--- src/rtl/step3_pkg.sv ---
package step3_pkg;
  localparam int unsigned CNT_W   = 4;
  localparam int unsigned STEP    = 3;
  localparam int unsigned CNT_MAX = (1 << CNT_W) - 1;
  localparam int unsigned N_STATE = CNT_MAX / STEP + 1;
  localparam int unsigned IDX_W   = $clog2(N_STATE);

  // next value, direct encoding; non-multiples recover to 0
  function automatic logic [CNT_W-1:0] direct_next(input logic [CNT_W-1:0] q, input logic up);
    logic [CNT_W-1:0] r;
    r = '0;
    if ((int'(q) % STEP) == 0) begin
      if (up) r = (int'(q) == CNT_MAX) ? '0 : CNT_W'(int'(q) + STEP);
      else    r = (q == '0) ? CNT_W'(CNT_MAX) : CNT_W'(int'(q) - STEP);
    end
    return r;
  endfunction

  // next index, modulo-N_STATE encoding; out-of-range recovers to 0
  function automatic logic [IDX_W-1:0] index_next(input logic [IDX_W-1:0] s, input logic up);
    logic [IDX_W-1:0] r;
    r = '0;
    if (int'(s) < N_STATE) begin
      if (up) r = (int'(s) == N_STATE - 1) ? '0 : IDX_W'(int'(s) + 1);
      else    r = (s == '0) ? IDX_W'(N_STATE - 1) : IDX_W'(int'(s) - 1);
    end
    return r;
  endfunction
endpackage

--- src/rtl/jk_ff.sv ---
module jk_ff (
  input  logic clk_i,
  input  logic rst_ni,
  input  logic en_i,
  input  logic j_i,
  input  logic k_i,
  output logic q_o
);
  always_ff @(posedge clk_i or negedge rst_ni) begin
    if (!rst_ni) q_o <= 1'b0;
    else if (en_i) begin
      unique case ({j_i, k_i})
        2'b00: q_o <= q_o;
        2'b01: q_o <= 1'b0;
        2'b10: q_o <= 1'b1;
        2'b11: q_o <= ~q_o;
      endcase
    end
  end
endmodule

--- src/rtl/jk_reg.sv ---
module jk_reg #(
  parameter int unsigned W = 4
) (
  input  logic         clk_i,
  input  logic         rst_ni,
  input  logic         en_i,
  input  logic [W-1:0] nxt_i,
  output logic [W-1:0] q_o
);
  logic [W-1:0] j, k;

  // excitation: set rising bits, clear falling bits, otherwise hold
  assign j = ~q_o & nxt_i;
  assign k = q_o & ~nxt_i;

  for (genvar b = 0; b < W; b++) begin : g_bit
    jk_ff u_ff (
      .clk_i (clk_i),
      .rst_ni(rst_ni),
      .en_i  (en_i),
      .j_i   (j[b]),
      .k_i   (k[b]),
      .q_o   (q_o[b])
    );
  end
endmodule

--- src/rtl/step3_decode.sv ---
module step3_decode
  import step3_pkg::*;
(
  input  logic [IDX_W-1:0] idx_i,
  output logic [CNT_W-1:0] cnt_o
);
  always_comb begin
    cnt_o = '0;
    for (int i = 0; i < N_STATE; i++)
      if (int'(idx_i) == i) cnt_o = CNT_W'(i * STEP);
  end
endmodule

--- src/rtl/step3_counter.sv ---
module step3_counter
  import step3_pkg::*;
#(
  parameter bit ENCODED = 1'b0
) (
  input  logic             clk_i,
  input  logic             rst_ni,
  input  logic             en_i,
  input  logic             up_i,
  output logic [CNT_W-1:0] count_o
);
  if (!ENCODED) begin : g_direct
    logic [CNT_W-1:0] q, nxt;
    assign nxt = direct_next(q, up_i);
    jk_reg #(.W(CNT_W)) u_reg (
      .clk_i(clk_i), .rst_ni(rst_ni), .en_i(en_i), .nxt_i(nxt), .q_o(q)
    );
    assign count_o = q;
  end else begin : g_encoded
    logic [IDX_W-1:0] s, nxt;
    assign nxt = index_next(s, up_i);
    jk_reg #(.W(IDX_W)) u_reg (
      .clk_i(clk_i), .rst_ni(rst_ni), .en_i(en_i), .nxt_i(nxt), .q_o(s)
    );
    step3_decode u_dec (.idx_i(s), .cnt_o(count_o));
  end

  p_hold_r4: assert property (@(posedge clk_i) disable iff (!rst_ni)
    !en_i |=> $stable(count_o));
  p_up_step_r2: assert property (@(posedge clk_i) disable iff (!rst_ni)
    (en_i && up_i && int'(count_o) != CNT_MAX) |=> int'(count_o) == int'($past(count_o)) + STEP);
  p_up_wrap_r2: assert property (@(posedge clk_i) disable iff (!rst_ni)
    (en_i && up_i && int'(count_o) == CNT_MAX) |=> count_o == '0);
  p_down_step_r3: assert property (@(posedge clk_i) disable iff (!rst_ni)
    (en_i && !up_i && count_o != '0) |=> int'(count_o) == int'($past(count_o)) - STEP);
  p_down_wrap_r3: assert property (@(posedge clk_i) disable iff (!rst_ni)
    (en_i && !up_i && count_o == '0) |=> int'(count_o) == CNT_MAX);
  p_legal_r6: assert property (@(posedge clk_i) disable iff (!rst_ni)
    (int'(count_o) % STEP) == 0);
endmodule

--- config.mk ---
export PLATFORM = sky130hd
export DESIGN_NAME = step3_counter
export DESIGN_NICKNAME = d
export VERILOG_FILES = /design/src/rtl/step3_pkg.sv /design/src/rtl/jk_ff.sv /design/src/rtl/jk_reg.sv /design/src/rtl/step3_decode.sv /design/src/rtl/step3_counter.sv
export SDC_FILE = /design/constraint.sdc
export NUM_CORES = 1
export LEC_CHECK = 0
export BUFFER_PORTS_ARGS = -buffer_cell sky130_fd_sc_hd__buf_2
export CAP_MARGIN = 30
export CELL_PAD_IN_SITES_DETAIL_PLACEMENT = 2
export CELL_PAD_IN_SITES_GLOBAL_PLACEMENT = 2
export CORE_ASPECT_RATIO = 0.75
export CORE_MARGIN = 8
export CORE_UTILIZATION = 36
export DETAILED_ROUTE_END_ITERATION = 8
export PLACE_DENSITY_LB_ADDON = 0.1
export SYNTH_ARGS = -nofsm -noshare
export SYNTH_HDL_FRONTEND = slang
export SYNTH_HIERARCHICAL = 1
export SYNTH_SLANG_ARGS = --single-unit
--- constraint.sdc ---
create_clock -name clk_i -period 8 [get_ports clk_i]
set_input_delay 0.4 -clock clk_i [delete_from_list [all_inputs] [get_ports clk_i]]
set_output_delay 0.4 -clock clk_i [all_outputs]
set_load 0.1 [all_outputs]
---- After elaboration in Yosys (flattened, before gate mapping) ----
Index checks and enable logic that the tools add are counted.
W data, S select, Z words.
word-level totals
  bits of input ports ..................... 4
  word-level logic and storage cells ...... 50
  register bits ........................... 4
  output and inout bits ................... 4
operators by class
  equality and inequality tests ........... 13
  divide/modulo/power cells ............... 1
  $add $sub $neg .......................... 2
  muxes and demuxes ....................... 8
  reductions and logical operators ........ 10
  bitwise gates (word level) .............. 12
operators by type and width
  operator                number
  $logic_not A32 Y1       1
  $mod A4 B2 Y32 const B  1
  $eq A2 B2 Y1 const B    8
  $mux W4                 4
  $pmux W1 S3             4
  $and A4 B4 Y4           2
  $eq A2 B1 Y1 const B    4
  $logic_not A2 Y1        4
  $not A1 Y1              8
  $not A4 Y4              2
  $reduce_and A2 Y1       4
  $add A4 B2 Y4 const B   1
  $eq A4 B4 Y1 const B    1
  $logic_not A4 Y1        1
  $sub A4 B2 Y4 const B   1

---- Longest topological paths before layout ----
Gate-level depths: netlist of run 1.
  depth in word-level cells ............... 9
  mapped depth ............................ 16
  depth with buffers taken out ............ 15

---- Modules after synthesis ----
The synthesis of run 1 kept the hierarchy.
by module, submodules not included
  module         area each (um2)  times used  cells each  seq. area each (um2)
  step3_counter  564.3            1           77          0.0
  jk_ff          36.3             4           3           25.0
  jk_reg         70.1             1           8           0.0

---- Least setup slack after synthesis of run 1 ----
OpenSTA, ideal clock, no wires.
  path type ............................... register to register
  start point ............................. register g_direct.u_reg.g_bit[2].u_ff.q_o
  end point ............................... register g_direct.u_reg.g_bit[0].u_ff.q_o
  stages on the path, launching flop included .. 15
  library setup time ...................... 91 ps
  slack ................................... 4019 ps
  arrival time ............................ 3891 ps
  period minus slack after synthesis ...... 3981 ps
  cell sequence ........................... dfrtp_1 > buf_4 > inv_1 > nor2_1 > ha_1 > nand2b_1 > a22oi_2 > xnor2_1 > ha_1 > or4_1 > o22a_1 > nor4_1 > and2b_2 > a21oi_1 > a31oi_1
RTL lines
  item                                                                    line                 RTL
  from (decl)                                                             jk_ff.sv:7           output logic q_o
  from (signal assigned)                                                  jk_ff.sv:13          2'b00: q_o <= q_o;
  from (signal assigned)                                                  jk_ff.sv:16          2'b11: q_o <= ~q_o;
  parallel branches: the longest is 3 deep, another holds $mod A4 B2 Y32  --
  $mux W4 (*)                                                             step3_pkg.sv:12      if ((int'(q) % STEP) == 0) begin
  named net g_direct.nxt[0]                                               step3_counter.sv:13  logic [CNT_W-1:0] q, nxt;
  $and A4 B4 Y4 (*)                                                       jk_reg.sv:13         assign j = ~q_o & nxt_i;
  named net g_direct.u_reg.j[0]                                           jk_reg.sv:10         logic [W-1:0] j, k;
  parallel branches: the longest is 3 deep, another holds $pmux W1 S3     --
  to (signal assigned)                                                    jk_ff.sv:13
  to (signal assigned)                                                    jk_ff.sv:16
  to (decl)                                                               jk_ff.sv:7
Mark *: on every way through the listed nets, which the timed path passes.
A chain may end at the register's enable or synchronous reset.

---- Worst setup path in the final report of run 1 ----
  start point ............................. register g_direct.u_reg.g_bit[2].u_ff.q_o
  end point ............................... register g_direct.u_reg.g_bit[1].u_ff.q_o
RTL lines
  item                                                                    line
  parallel branches: the longest is 3 deep, another holds $mod A4 B2 Y32  --
  $mux W4 (*)                                                             step3_pkg.sv:12
  named net g_direct.nxt[1]                                               step3_counter.sv:13
  $and A4 B4 Y4 (*)                                                       jk_reg.sv:13
  named net g_direct.u_reg.j[1]                                           jk_reg.sv:10
  parallel branches: the longest is 3 deep, another holds $pmux W1 S3     --
  to (signal assigned)                                                    jk_ff.sv:13
  to (signal assigned)                                                    jk_ff.sv:16
  to (decl)                                                               jk_ff.sv:7
Marks and branches as above.

==> results of run 1 <==
==> worst max-delay path by stage <==
| stage | to | startpoint | slack [ns] |
|---|---|---|---|
| floorplan | g_direct.u_reg/g_bit[0].u_ff/q_o | g_direct.u_reg/g_bit[2].u_ff/q_o | 4.02 |
| global placement | g_direct.u_reg/g_bit[0].u_ff/q_o | g_direct.u_reg/g_bit[2].u_ff/q_o | 4.22 |
| detailed placement | g_direct.u_reg/g_bit[0].u_ff/q_o | g_direct.u_reg/g_bit[2].u_ff/q_o | 4.13 |
| CTS | g_direct.u_reg/g_bit[1].u_ff/q_o | g_direct.u_reg/g_bit[2].u_ff/q_o | 4.05 |
| global route | g_direct.u_reg/g_bit[2].u_ff/q_o | g_direct.u_reg/g_bit[2].u_ff/q_o | 3.70 |
| finish | g_direct.u_reg/g_bit[1].u_ff/q_o | g_direct.u_reg/g_bit[2].u_ff/q_o | 4.07 |
==> placed cells by master, fill, tap and decap left out, drive strengths merged <==
cell type	netlist	layout
a31oi	6	6
inv	7	7
o21ai	6	6
o32ai	1	1
nor3	3	3
nand2b	1	1
o211a	1	1
xnor2	3	3
a22o	1	1
a211oi	1	1
a22oi	1	1
clkbuf	1	3
nand3b	1	1
o2111ai	1	1
mux4	1	1
buf	3	7
nor3b	2	2
a21boi	1	1
nand2	6	6
nor4	4	4
a2111oi	1	1
o31ai	1	1
ha	7	7
or4	1	1
and3	1	1
o22a	1	1
dlygate4sd3	0	1
o21ba	1	1
nor2	10	10
and2b	9	9
nand4	1	1
dfrtp	4	4
a21oi	9	9
==> timing repair <==
item | in CTS | in global routing
setup endpoints to repair | 0 | 0
hold endpoints to repair | 4 | 0
hold buffers | 1 | 0
==> per-stage QoR <==
stage / worst slack [ns] / std cells / utilization (%) / cell area [sq um]
detailed placement: 4.126 / 124 / 39.66 / 805.8
floorplan: 4.019 / 97 / - / 779.5
global route: 3.697 / 128 / 41.26 / 838.3
global placement: 4.221 / 124 / 39.66 / 805.8
CTS: 4.055 / 128 / 41.26 / 838.3
finish: 4.067 / 128 / 41.26 / 838.3
==> cells by family after synthesis <==
| kind of cell | after synthesis | synth area share (%) |
|---|---|---|
| muxes | 1 | 2.889 |
| DFF | 4 | 12.84 |
| and+or+nand+nor | 39 | 31.30 |
| AOI/OAI and AO/OA | 32 | 30.02 |
| adders and majority gates | 7 | 11.24 |
| buffers and inverters | 11 | 8.346 |
| xor gates and xnor gates | 3 | 3.371 |
==> cell type report <==
cell class	count	area [sq um]	area share, %
multi-input cells	82	614.3	73.28
flip-flops and latches	4	100.1	11.94
repair buffers	8	45.04	5.373
well taps	24	30.03	3.582
inverters	7	26.28	3.134
clock buffers	3	22.52	2.687
==> routing by layer <==
| metal | vias to the layer above | share of wire (%) | track usage (%) |
|---|---|---|---|
| li1 | 375 | - | - |
| met1 | 374 | 52 | 16.87 |
| met2 | 12 | 44 | 18.37 |
| met3 | 2 | 2.9 | 3.509 |
| met4 | 0 | 0.68 | 2.571 |
| met5 | - | 0 | 0 |
==> worst max-delay path, delay by kind of cell, from the launching register on <==
| kind | cells | cell delay [ns] |
|---|---|---|
| and+or+nand+nor | 5 | 1.39 |
| xor gates and xnor gates | 1 | 0.22 |
| AOI/OAI and AO/OA | 4 | 0.75 |
| adders and majority gates | 2 | 0.61 |
| DFF | 1 | 0.67 |
| buffers and inverters | 1 | 0.21 |
==> impl_metrics.ini, run 1 <==
[outcome]
status = finished, final reports clean

[logic_synthesis]
synth_area_leader_cell = dfrtp_1
synth_top_cell_area_share_pct = 12.84
ys_top_cells_by_area = dfrtp_1 (13%), ha_1 (11%), and2b_2 (9.0%), a21oi_1 (5.8%), a31oi_1 (4.8%)
syn-num-nets = 108
synth_seq_cells = 4
ys_async_sr_fraction_pct = 100.0
postSynthCellCount = 97
synth-edff-count = 0
synth_warnings = 6
netlist_top_cells_count = a21oi_1 (9), nor2_1 (9), and2b_2 (8), ha_1 (7), inv_1 (7)
synth_area_sq_um = 779.5
ys_seq_area_share_pct = 12.84
avgSynthCellArea_sq_um = 8.036
synth.distinct_cells = 37
synth_ff_type = dfrtp_1

[critical_path]
cp-end-kind = flip-flop
crit_chain = inv_1, nor2_1, ha_1, nand2b_1, a22oi_2, xnor2_1, ha_1, or4_1, o22a_1, nor4_1, and2b_2, a21oi_1, a31oi_1
cp_max_fo = 17
r2r_end = g_direct.u_reg/g_bit[1].u_ff/q_o
arrival_ns = 4.10
ff2ff_path_depth = 13
path_common_cell = ha_1
reg2reg_from = g_direct.u_reg/g_bit[2].u_ff/q_o
critPathKind = flip-flop to flip-flop
crit_slowest_cell = dfrtp_1
rrSetupSlack_ns = 4.07
start_kind = flip-flop
critPathMaxStageDelay_ns = 0.67
worstPathRequired_ns = 8.16

[cts]
clockBufferDepth = 2
post-cts-setup-buffers = 0
clock-sinks = 4
htree_num_levels = 1
cts_resized = 0
cts_tree = yes
numCtsBuffers = 3
insertion_delay_ns = 0.24
clockRootBuffer = clkbuf_4
cts.clk_slew.worst_paths_ns = 0.04

[timing]
max_freq_mhz = 254.3
tightest_slew_ns = 0.5781
rsz0062_at_grt = false
drv_slew = 0
clock_skew_ns = 0.001525
maxSlewHeadroom_pct = 61.46
fin_setup_tns_ns = 0
fin_crit_sh_pct = 49.16
setup_viol = 0
fin_hold_ws_ns = 0.4752
final-hold-violation-count = 0
period_minus_slack_ns = 3.933

[die]
initial_core_util_pct = 38.36
dieArea_sq_um = 3926
io_pins = 8
core_sq_um = 2032
rows = 14
die_w_microns = 69.73
die_h_microns = 56.30

[hold_path]
worstHoldStart = en_i
min_delay_worst_endpoint = g_direct.u_reg/g_bit[1].u_ff/q_o
hold_path_depth = 2
hold_path.class = input pin to flip-flop

[route]
wl_per_cell_microns = 18.49
ant_nets = 0
drtPass1Iterations = 4
route.detailed.drc = 0
num_vias = 763
wirelength_microns = 2367
drtIter0Drc = 37
via_per_inst = 5.961

[global_routing]
antenna_found_initial = 0
grt-ovfl-total = 0
grt_pass1_wl_microns = 4015
grt_pass1_vias = 836
grt_use_total_pct = 12.26
grt_start_max_net_pins = 18

[layout]
largest_register_ffs = 4
fillers = 245
antenna_cells = 0
reg.largest.list = g_direct.u_reg/g_bit.u_ff/q_o: 4 flops
layout.nets = 117
regMostFlops = g_direct.u_reg/g_bit.u_ff/q_o
drive_gt1_share_pct = 25.96
syn2layout_area_growth_pct = 7.544

[place]
gp_congestion = 0.8186
hpwl_microns = 1859
io_buffers = 7

[flow_run]
maxCapViolCount = 0
Power of run 1 is not shown: default switching activity piles up to over one toggle a cycle in this logic, so the estimate is an artifact.
==> run 2: changes to the inputs <==
--- a/config.mk
+++ b/config.mk
@@ -11,7 +11,7 @@
 export CELL_PAD_IN_SITES_GLOBAL_PLACEMENT = 2
 export CORE_ASPECT_RATIO = 0.75
 export CORE_MARGIN = 8
-export CORE_UTILIZATION = 36
+export CORE_UTILIZATION = 31
 export DETAILED_ROUTE_END_ITERATION = 8
 export PLACE_DENSITY_LB_ADDON = 0.1
 export SYNTH_ARGS = -nofsm -noshare
==> constraint.sdc (replaced) <==
create_clock -name clk_i -period 3.33 [get_ports clk_i]
set_input_delay 0.1665 -clock clk_i [delete_from_list [all_inputs] [get_ports clk_i]]
set_output_delay 0.1665 -clock clk_i [all_outputs]
set_load 0.1 [all_outputs]
==> impl_metrics.ini, run 2 (synthesized netlist as in run 1, its figures left out) <==
[outcome]
status = finished, final reports clean

[global_routing]
grt-ovfl-total = 0
antenna_found_initial = 0
grt_use_total_pct = 12.29
grt_pass1_vias = 826
grt_start_max_net_pins = 12
grt_pass1_wl_microns = 4222

[cts]
cts_tree = yes
cts.clk_slew.worst_paths_ns = 0.04
clock-sinks = 4
clockBufferDepth = 2
numCtsBuffers = 3
insertion_delay_ns = 0.23
htree_num_levels = 1
clockRootBuffer = clkbuf_4

[critical_path]
worst-path-buf-inv = 1
arrival_ns = 3.42
crit_chain = ha_4, and3_4, a22oi_2, xnor2_2, ha_2, a2111oi_4, nand4_1, buf_4, o22a_4, nor4_4, and2b_2, a21oi_1, a31oi_2
critPathKind = flip-flop to flip-flop
cp-end-kind = flip-flop
cp_max_fo = 7
critical-path-top-delay-family = compound AO/OA/AOI/OAI gates
worstPathRequired_ns = 3.47
start_kind = flip-flop
crit_slowest_cell = dfrtp_4
rrSetupSlack_ns = 0.05
critPathMaxStageDelay_ns = 0.53

[route]
via_per_inst = 5.252
drtPass1Iterations = 4
wirelength_microns = 2750
drtIter0Drc = 23
ant_nets = 0
wl_per_cell_microns = 18.21
route.detailed.drc = 0
num_vias = 793

[layout]
syn2layout_area_growth_pct = 39.65
layout.nets = 130
post-route-util_pct = 46.40
final_common_cell = buf_4
antenna_cells = 0
final_cell_mix = buf_4 (13), a21oi_1 (9), nor2_1 (8), and2b_2 (8), buf_2 (7)
largest_register_ffs = 4
drive_gt1_share_pct = 48.72
reg.largest.list = g_direct.u_reg/g_bit.u_ff/q_o: 4 flops
regMostFlops = g_direct.u_reg/g_bit.u_ff/q_o
postLayoutCellArea_sq_um = 1089

[die]
die_w_microns = 73.90
initial_core_util_pct = 33.23
io_pins = 8
core_sq_um = 2346
dieArea_sq_um = 4392
die_h_microns = 59.43
rows = 15

[flow_run]
maxCapViolCount = 0

[timing]
max_freq_mhz = 304.7
fin_crit_sh_pct = 98.54
final-hold-violation-count = 0
period_minus_slack_ns = 3.282
maxSlewHeadroom_pct = 62.14
tightest_slew_ns = 0.5628
drv_slew = 0
clock_skew_ns = 0.002619
setup_viol = 0
fin_hold_ws_ns = 0.2857

[place]
io_buffers = 7
gp_congestion = 0.7723
dpl_cell_area_sq_um = 903.4
hpwl_microns = 2080

[hold_path]
hold_path.class = input pin to asynchronous set/reset pin
[run 2: cell types whose count changed in the layout (fill, tap and decap cells not counted), moves of 3 or more]
cell     before  now
ha_1          7    4
nor4_1        4    1
buf_4         0   13
nor4_4        0    3
dfrtp_1       4    0
[run 2: per-stage QoR]
stage	cells	setup slack [ns]	setup TNS, ns
2_1_floorplan	97	0.02010	0
4_1_cts	145	0.03249	0
3_3_place_gp	140	0.01694	0
5_1_grt	151	-0.1123	-0.2929
6_report	151	0.04848	0
3_5_place_dp	140	-0.1019	-0.3334
[run 2: area by class of cell]
class                      count  area, sq um
fill                         257         1257
timing repair buffer          21        142.6
inverter                       7        28.78
sequential                     4        110.1
clock buffer                   3        22.52
multi-input combinational     82        742.0
tap                           34        42.54
[run 2: path summary, 6_finish.rpt]
kind / startpoint / endpoint / depth (start not counted)
max in group asynchronous: rst_ni / g_direct.u_reg/g_bit[2].u_ff/q_o / 2
min in group clk_i: en_i / g_direct.u_reg/g_bit[2].u_ff/q_o / 2
setup / recovery: g_direct.u_reg/g_bit[2].u_ff/q_o / g_direct.u_reg/g_bit[2].u_ff/q_o / 13
hold reg to reg: g_direct.u_reg/g_bit[3].u_ff/q_o / g_direct.u_reg/g_bit[3].u_ff/q_o / 1
setup reg to reg: g_direct.u_reg/g_bit[2].u_ff/q_o / g_direct.u_reg/g_bit[2].u_ff/q_o / 13
hold / removal: rst_ni / g_direct.u_reg/g_bit[3].u_ff/q_o / 2
[run 2: metal layers]
layer | share of wire (%) | global-route usage (%) | routed length, microns | vias to the layer above
met4 | 0 | 4.249 | 0 | 0
met5 | 0 | 0 | 0 | -
met1 | 51 | 16.73 | 1407 | 382
met2 | 48 | 19.38 | 1321 | 5
li1 | - | - | - | 406
met3 | 0.80 | 1.182 | 22 | 0
[run 2: timing repair]
item	in CTS	in global routing
hold buffers	1	0
cloned	0	0
gates resized for setup	3	13
setup buffers	1	6
endpoints found under the setup margin	4	4
pin swaps	2	6
hold endpoints to repair	4	0
Power of run 2 is left out for the same reason.
